==> src/rtl/sine_nco_pkg.sv <==
package sine_nco_pkg;
  localparam int FRAC_W  = 8;   // fractional phase bits
  localparam int POS_W   = 16;  // integer phase bits
  localparam int TBL_AW  = 9;   // half-cycle table address width
  localparam int SMP_W   = 16;  // sample width
  localparam int INC_W   = 16;  // frequency step width
  localparam int NTAPS   = 2;   // interpolation taps
endpackage

==> src/rtl/sine_nco_rst_sync.sv <==
module sine_nco_rst_sync (
  input  logic clk,
  input  logic rst_n,
  output logic srst_n
);
  logic meta_q;
  logic sync_q;

  always_ff @(posedge clk or negedge rst_n) begin
    if (!rst_n) begin
      meta_q <= 1'b0;
      sync_q <= 1'b0;
    end else begin
      meta_q <= 1'b1;
      sync_q <= meta_q;
    end
  end

  assign srst_n = sync_q;
endmodule

==> src/rtl/sine_nco_phase.sv <==
module sine_nco_phase #(
  parameter int POS_W  = 16,
  parameter int FRAC_W = 8,
  parameter int INC_W  = 16,
  localparam int PH_W  = POS_W + FRAC_W
) (
  input  logic             clk,
  input  logic             srst_n,
  input  logic             step_en,
  input  logic [INC_W-1:0] step,
  output logic [PH_W-1:0]  phase
);
  logic [PH_W-1:0] phase_q;
  logic [PH_W-1:0] phase_d;

  always_comb begin
    phase_d = phase_q;
    if (step_en) begin
      phase_d = phase_q + PH_W'(step);
    end
  end

  always_ff @(posedge clk or negedge srst_n) begin
    if (!srst_n) begin
      phase_q <= '0;
    end else begin
      phase_q <= phase_d;
    end
  end

  assign phase = phase_q;
endmodule

==> src/rtl/sine_nco_tap.sv <==
module sine_nco_tap #(
  parameter int POS_W  = 16,
  parameter int TBL_AW = 9,
  parameter int SMP_W  = 16,
  parameter int OFS    = 0
) (
  input  logic [POS_W-1:0]        pos,
  output logic [TBL_AW-1:0]       tbl_addr,
  input  logic [SMP_W-1:0]        tbl_word,
  output logic signed [SMP_W-1:0] smp
);
  logic [POS_W-1:0]        idx;
  logic                    flip;
  logic signed [SMP_W-1:0] raw;

  always_comb begin
    idx      = pos + POS_W'(OFS);
    tbl_addr = TBL_AW'(idx);
    flip     = 1'(idx >> TBL_AW);
    raw      = tbl_word;
    smp      = flip ? -raw : raw;
  end
endmodule

==> src/rtl/sine_nco_interp.sv <==
module sine_nco_interp #(
  parameter int SMP_W  = 16,
  parameter int FRAC_W = 8,
  localparam int SUM_W = SMP_W + FRAC_W + 2
) (
  input  logic signed [SMP_W-1:0] smp_a,
  input  logic signed [SMP_W-1:0] smp_b,
  input  logic [FRAC_W-1:0]       frac,
  output logic signed [SMP_W-1:0] blend
);
  logic signed [FRAC_W:0] wt_a;
  logic signed [FRAC_W:0] wt_b;
  logic signed [SUM_W-1:0] acc;

  always_comb begin
    wt_a  = {1'b0, ~frac};
    wt_b  = {1'b0, frac};
    acc   = SUM_W'(smp_a) * SUM_W'(wt_a) + SUM_W'(smp_b) * SUM_W'(wt_b);
    blend = SMP_W'(acc >>> FRAC_W);
  end
endmodule

==> src/rtl/sine_nco.sv <==
module sine_nco
  import sine_nco_pkg::*;
#(
  parameter int P_POS_W  = POS_W,
  parameter int P_FRAC_W = FRAC_W,
  parameter int P_TBL_AW = TBL_AW,
  parameter int P_SMP_W  = SMP_W,
  parameter int P_INC_W  = INC_W,
  localparam int PH_W    = P_POS_W + P_FRAC_W
) (
  input  logic                  clk,
  input  logic                  rst_n,
  input  logic                  samp_en,
  input  logic [P_INC_W-1:0]    freq_inc,
  output logic [P_TBL_AW-1:0]   tbl_addr_a,
  output logic [P_TBL_AW-1:0]   tbl_addr_b,
  input  logic [P_SMP_W-1:0]    tbl_data_a,
  input  logic [P_SMP_W-1:0]    tbl_data_b,
  output logic [P_SMP_W-1:0]    wave_out,
  output logic                  wave_vld
);
  logic                        srst_n;
  logic [PH_W-1:0]             phase;
  logic [P_TBL_AW-1:0]         tap_addr [NTAPS];
  logic [P_SMP_W-1:0]          tap_word [NTAPS];
  logic signed [P_SMP_W-1:0]   tap_smp  [NTAPS];
  logic signed [P_SMP_W-1:0]   blend;

  logic                        pend_q, pend_d;
  logic [P_SMP_W-1:0]          out_q, out_d;
  logic                        vld_q, vld_d;

  sine_nco_rst_sync u_rst (
    .clk    (clk),
    .rst_n  (rst_n),
    .srst_n (srst_n)
  );

  sine_nco_phase #(
    .POS_W  (P_POS_W),
    .FRAC_W (P_FRAC_W),
    .INC_W  (P_INC_W)
  ) u_phase (
    .clk     (clk),
    .srst_n  (srst_n),
    .step_en (samp_en),
    .step    (freq_inc),
    .phase   (phase)
  );

  assign tap_word[0] = tbl_data_a;
  assign tap_word[1] = tbl_data_b;

  for (genvar t = 0; t < NTAPS; t++) begin : g_tap
    sine_nco_tap #(
      .POS_W  (P_POS_W),
      .TBL_AW (P_TBL_AW),
      .SMP_W  (P_SMP_W),
      .OFS    (t)
    ) u_tap (
      .pos      (phase[PH_W-1:P_FRAC_W]),
      .tbl_addr (tap_addr[t]),
      .tbl_word (tap_word[t]),
      .smp      (tap_smp[t])
    );
  end

  assign tbl_addr_a = tap_addr[0];
  assign tbl_addr_b = tap_addr[1];

  sine_nco_interp #(
    .SMP_W  (P_SMP_W),
    .FRAC_W (P_FRAC_W)
  ) u_interp (
    .smp_a (tap_smp[0]),
    .smp_b (tap_smp[1]),
    .frac  (phase[P_FRAC_W-1:0]),
    .blend (blend)
  );

  always_comb begin
    pend_d = samp_en;
    vld_d  = pend_q;
    out_d  = out_q;
    if (pend_q) begin
      out_d = blend;
    end
  end

  always_ff @(posedge clk or negedge srst_n) begin
    if (!srst_n) begin
      pend_q <= 1'b0;
      vld_q  <= 1'b0;
      out_q  <= '0;
    end else begin
      pend_q <= pend_d;
      vld_q  <= vld_d;
      out_q  <= out_d;
    end
  end

  assign wave_out = out_q;
  assign wave_vld = vld_q;
endmodule

==> config.mk <==
export PLATFORM = sky130hd
export DESIGN_NAME = sine_nco
export DESIGN_NICKNAME = d
export VERILOG_FILES = /design/src/rtl/sine_nco_pkg.sv /design/src/rtl/sine_nco_rst_sync.sv /design/src/rtl/sine_nco_phase.sv /design/src/rtl/sine_nco_tap.sv /design/src/rtl/sine_nco_interp.sv /design/src/rtl/sine_nco.sv
export SDC_FILE = /design/constraint.sdc
export NUM_CORES = 1
export LEC_CHECK = 0
export BUFFER_PORTS_ARGS = -buffer_cell sky130_fd_sc_hd__buf_2
export CAP_MARGIN = 20
export CORE_ASPECT_RATIO = 0.75
export CORE_MARGIN = 2
export CORE_UTILIZATION = 50
export DETAILED_ROUTE_END_ITERATION = 8
export GPL_ROUTABILITY_DRIVEN = 0
export PLACE_DENSITY = 0.71
export SYNTH_ARGS = -nofsm -noshare
export SYNTH_HDL_FRONTEND = slang
export SYNTH_SLANG_ARGS = --single-unit
==> constraint.sdc <==
create_clock -name clk -period 1.9 [get_ports clk]
set_input_delay 0.475 -clock clk [delete_from_list [all_inputs] [get_ports clk]]
set_output_delay 0.475 -clock clk [all_outputs]
set_load 0.1 [all_outputs]
==> report_table.html <==
<table>
<tr><th>Metric</th><th>Value</th></tr>
<tr><th colspan="2">Worst setup path</th></tr>
<tr><td>Slowest stage delay, CP</td><td>550 ps</td></tr>
<tr><td>Startpoint type of the worst setup path</td><td>register</td></tr>
<tr><td>Critical Path Source</td><td>u_phase.phase[10]</td></tr>
<tr><td>Crit Reg-Reg Endpoint</td><td>wave_out[15]</td></tr>
<tr><td>Buf+Inv Stages, Crit Path</td><td>6</td></tr>
<tr><td>Worst setup path category</td><td>register to register</td></tr>
<tr><td>Worst EP required</td><td>2120 ps</td></tr>
<tr><td>Capturing element type of the critical path</td><td>register</td></tr>
<tr><td>Setup crit end</td><td>wave_out[15]</td></tr>
<tr><td>CP delay by family, top</td><td>adder cells</td></tr>
<tr><td>Critical path's most frequent cell</td><td>fa_1</td></tr>
<tr><td>R2r setup slk</td><td>-4930 ps</td></tr>
<tr><td>Number of cells on the worst reg-to-reg path</td><td>27</td></tr>
<tr><td>Stages on worst setup path</td><td>27</td></tr>
<tr><td>Worst Path Max Fanout</td><td>8</td></tr>
<tr><td>Signal arrival time at the worst endpoint</td><td>7050 ps</td></tr>
<tr><td>Highest-delay cell along the critical path</td><td>fa_1</td></tr>
<tr><td>Worst R2R Start</td><td>u_phase.phase[10]</td></tr>
<tr><th colspan="2">Clock network</th></tr>
<tr><td>Clock Pin Slew Worst Setup and Hold Paths</td><td>60 ps</td></tr>
<tr><td>Clock Root Buffer</td><td>clkbuf_16</td></tr>
<tr><td># clock sinks</td><td>38</td></tr>
<tr><td>Source-to-sink clock delay at the later pin of the worst-skew pair</td><td>300 ps</td></tr>
<tr><td>Number of levels in the clock H-tree</td><td>2</td></tr>
<tr><td>CTS tree</td><td>built</td></tr>
<tr><td>Number of buffers created by CTS</td><td>5</td></tr>
<tr><td>Maximum buffer depth of the clock tree</td><td>2</td></tr>
<tr><th colspan="2">Yosys</th></tr>
<tr><td>Seq cells post-synth</td><td>38</td></tr>
<tr><td>Cell area after synthesis</td><td>0.0117 sq mm</td></tr>
<tr><td>Post-synth top flop</td><td>dfrtp_1</td></tr>
<tr><td>Part of the Yosys area used for sequential elements</td><td>0.0811</td></tr>
<tr><td>Total of warnings raised by yosys</td><td>0</td></tr>
<tr><td>Ys async rst share</td><td>1.00</td></tr>
<tr><td>Syn_nets</td><td>1,655</td></tr>
<tr><td>Count of unique library cells instantiated by Yosys</td><td>57</td></tr>
<tr><td>Average cell area after synthesis</td><td>9.25 sq um</td></tr>
<tr><td>Count of flip-flops with a built-in enable after synthesis</td><td>0</td></tr>
<tr><td>Post-Syn Instances</td><td>1,267</td></tr>
<tr><th colspan="2">Placed design</th></tr>
<tr><td>Detail Placement HPWL</td><td>25.4 mm</td></tr>
<tr><td>Place WS</td><td>-5140 ps</td></tr>
<tr><td>Placed Cells</td><td>1,837</td></tr>
<tr><td>Area after detailed placement</td><td>0.0144 sq mm</td></tr>
<tr><td>IO buf count</td><td>85</td></tr>
<tr><th colspan="2">Floorplan</th></tr>
<tr><td>Starting utilization of the core area</td><td>0.510</td></tr>
<tr><td>Die footprint</td><td>0.0247 sq mm</td></tr>
<tr><td>Site Rows</td><td>48</td></tr>
<tr><td>Die span in y</td><td>137 um</td></tr>
<tr><td>Core area</td><td>0.0230 sq mm</td></tr>
<tr><td>Chip width</td><td>181 um</td></tr>
<tr><td>Number of top-level design ports</td><td>86</td></tr>
<tr><th colspan="2">Detailed routing</th></tr>
<tr><td>Via-to-Cell Ratio</td><td>5.08</td></tr>
<tr><td>Total wire length after detailed routing</td><td>30.2 mm</td></tr>
<tr><td>Detail Route Antenna Nets</td><td>0</td></tr>
<tr><td>Highest metal used</td><td>met4</td></tr>
<tr><td>Wire length on met1</td><td>14.5 mm</td></tr>
<tr><td>Remaining design rule violation count</td><td>0</td></tr>
<tr><td>Vias post-DR</td><td>9,479</td></tr>
<tr><td>WL/cell</td><td>16.2 um</td></tr>
<tr><td>DRT iter0 DRCs</td><td>516</td></tr>
<tr><td>Met2 wirelength from detailed routing</td><td>13.0 mm</td></tr>
<tr><td>Length of the first detailed-routing pass in iterations</td><td>5</td></tr>
<tr><td>Met3 wire len</td><td>2.36 mm</td></tr>
<tr><th colspan="2">Layout</th></tr>
<tr><td>Fin nets</td><td>1,954</td></tr>
<tr><td>Number of non-filler instances in the completed layout</td><td>1,867</td></tr>
<tr><td>Synthesis-to-finish area growth</td><td>32.1%</td></tr>
<tr><td>Final cell area excluding filler cells</td><td>0.0155 sq mm</td></tr>
<tr><td>Area taken by flip-flops and latches</td><td>956 sq um</td></tr>
<tr><td>Number of fill cells</td><td>1,763</td></tr>
<tr><td>Ratio of cells with drive above 1 in the final layout</td><td>0.355</td></tr>
<tr><td>Total area of multi-input combinational cells</td><td>0.0104 sq mm</td></tr>
<tr><td>Diodes inserted</td><td>0</td></tr>
<tr><th colspan="2">STA</th></tr>
<tr><td>Final number of hold-violating endpoints</td><td>0</td></tr>
<tr><td>Max-slew violation total from the final report</td><td>0</td></tr>
<tr><td>Worst hold-check slack</td><td>301 ps</td></tr>
<tr><td>Max Clock Skew</td><td>8.57 ps</td></tr>
<tr><td>FMAX</td><td>146 MHz</td></tr>
<tr><td>Final critical path time including I/O delays and setup</td><td>6830 ps</td></tr>
<tr><td>Remaining max-slew budget at the tightest pin</td><td>0.582</td></tr>
<tr><td>Setup ws final</td><td>-4930 ps</td></tr>
<tr><td>Final worst path period share</td><td>3.60</td></tr>
<tr><td>Setup repair after global routing missed its margin</td><td>true</td></tr>
<tr><td>Worst-margin pin slew</td><td>623 ps</td></tr>
<tr><td>Final setup viols</td><td>36</td></tr>
<tr><th colspan="2">Run status</th></tr>
<tr><td>Run status</td><td>finished, violations left</td></tr>
<tr><td>Violated checks</td><td>negative setup slack</td></tr>
<tr><th colspan="2">Global routing</th></tr>
<tr><td>Pin count of the biggest net entering global routing</td><td>37</td></tr>
<tr><td>Total global routing track utilization</td><td>0.252</td></tr>
<tr><td>Number of global-route vias before repair</td><td>9,833</td></tr>
<tr><td>Total congestion overflow</td><td>0</td></tr>
<tr><td>Wire length of the first global-routing pass</td><td>48.8 mm</td></tr>
<tr><td>Antenna violations before repair</td><td>0</td></tr>
<tr><th colspan="2">Job</th></tr>
<tr><td>Max-cap violations</td><td>0</td></tr>
<tr><th colspan="2">Hold path</th></tr>
<tr><td>Worst hold path type</td><td>register to async pin</td></tr>
</table>
[metal layers]
metal,global-route usage,up-vias
li1,-,4412
met1,0.379,4732
met2,0.381,310
met3,0.0524,25
met4,0.0453,0
met5,0,-
[Yosys cell counts (all sizes together) (9+ instances only)]
library cell | count | area [sq um]
fa | 237 | 4740
inv | 277 | 1040
o21a | 10 | 75.1
a21oi | 23 | 115
nand2 | 109 | 409
xnor2 | 47 | 479
a21o | 9 | 67.6
ha | 100 | 1250
nand3 | 9 | 45.0
or2 | 69 | 432
and2 | 55 | 344
o21ai | 28 | 140
xor2 | 30 | 282
buf | 11 | 78.8
nor2 | 83 | 312
clkbuf | 31 | 116
o31ai | 10 | 75.1
mux2 | 21 | 236
dfrtp | 38 | 951
[area by class of cell]
type | count | area share
Timing Repair Buffer | 334 | 0.166
Sequential cell | 38 | 0.0617
Inverter | 278 | 0.0679
Multi-Input combinational cell | 909 | 0.670
Clock buffer | 5 | 0.00808
Tap cell | 300 | 0.0242
Clock inverter | 3 | 0.00259
[registers in the layout, summed over array words and instances (netlist names)]
name and count:
pend_q 1, wave_out 16, u_rst.srst_n 1, wave_vld 1
u_rst.meta_q 1, u_phase.phase 18
[metrics by stage]
stage / TNS [ps] / utilization
2_1_floorplan: -77190 / -
3_5_place_dp: -85070 / 0.627
4_1_cts: -80360 / 0.655
5_1_grt: -86520 / 0.673
6_report: -81930 / 0.673
3_3_place_gp: -82030 / 0.627
[cell families after synthesis]
logic type      count (synthesis)  synth area share
other cells                     1          0.000320
mux                            22            0.0210
fa+ha+maj                     337             0.512
flops                          38            0.0811
compound gates                112            0.0648
xor+xnor                       77            0.0649
buf+inv                       320             0.106
simple gates                  360             0.151
[worst min path at each step]
stage,to,cells after the start,startpoint
3_5_place_dp,u_rst.meta_q,1,rst_n
6_report,u_phase.phase[9],1,u_rst.srst_n
3_3_place_gp,u_rst.meta_q,1,rst_n
2_1_floorplan,u_rst.meta_q,0,rst_n
4_1_cts,u_phase.phase[10],1,u_rst.srst_n
5_1_grt,u_rst.srst_n,0,u_rst.meta_q
[cells in the final DEF (no fill, tap or decap), types with 9 or more instances in the layout]
cell	synthesis	layout
o21a_1	10	9
nor2_1	83	81
and2_1	55	51
mux2_2	21	9
fa_1	237	226
fa_2	0	11
nand2_1	109	98
xnor2_1	38	28
a21oi_1	23	14
xor2_1	29	25
buf_4	10	220
a21o_1	9	9
inv_2	0	9
ha_1	100	88
o21ai_1	2	9
o21ai_0	26	11
mux2_4	0	12
inv_1	277	267
ha_4	0	12
buf_2	0	78
buf_12	0	12
xnor2_2	9	14
buf_6	0	22
dfrtp_1	38	34
or2_2	68	67
[repair_timing]
item,in CTS,in global routing
hold endpoints to repair,2,0
buffers inserted,13,13
gates resized for setup,87,68
pin swaps,31,27
setup endpoints to repair,37,37
hold buffers,1,0
Power is not shown: default switching activity piles up to over one toggle a cycle in this logic, so the estimate is an artifact.
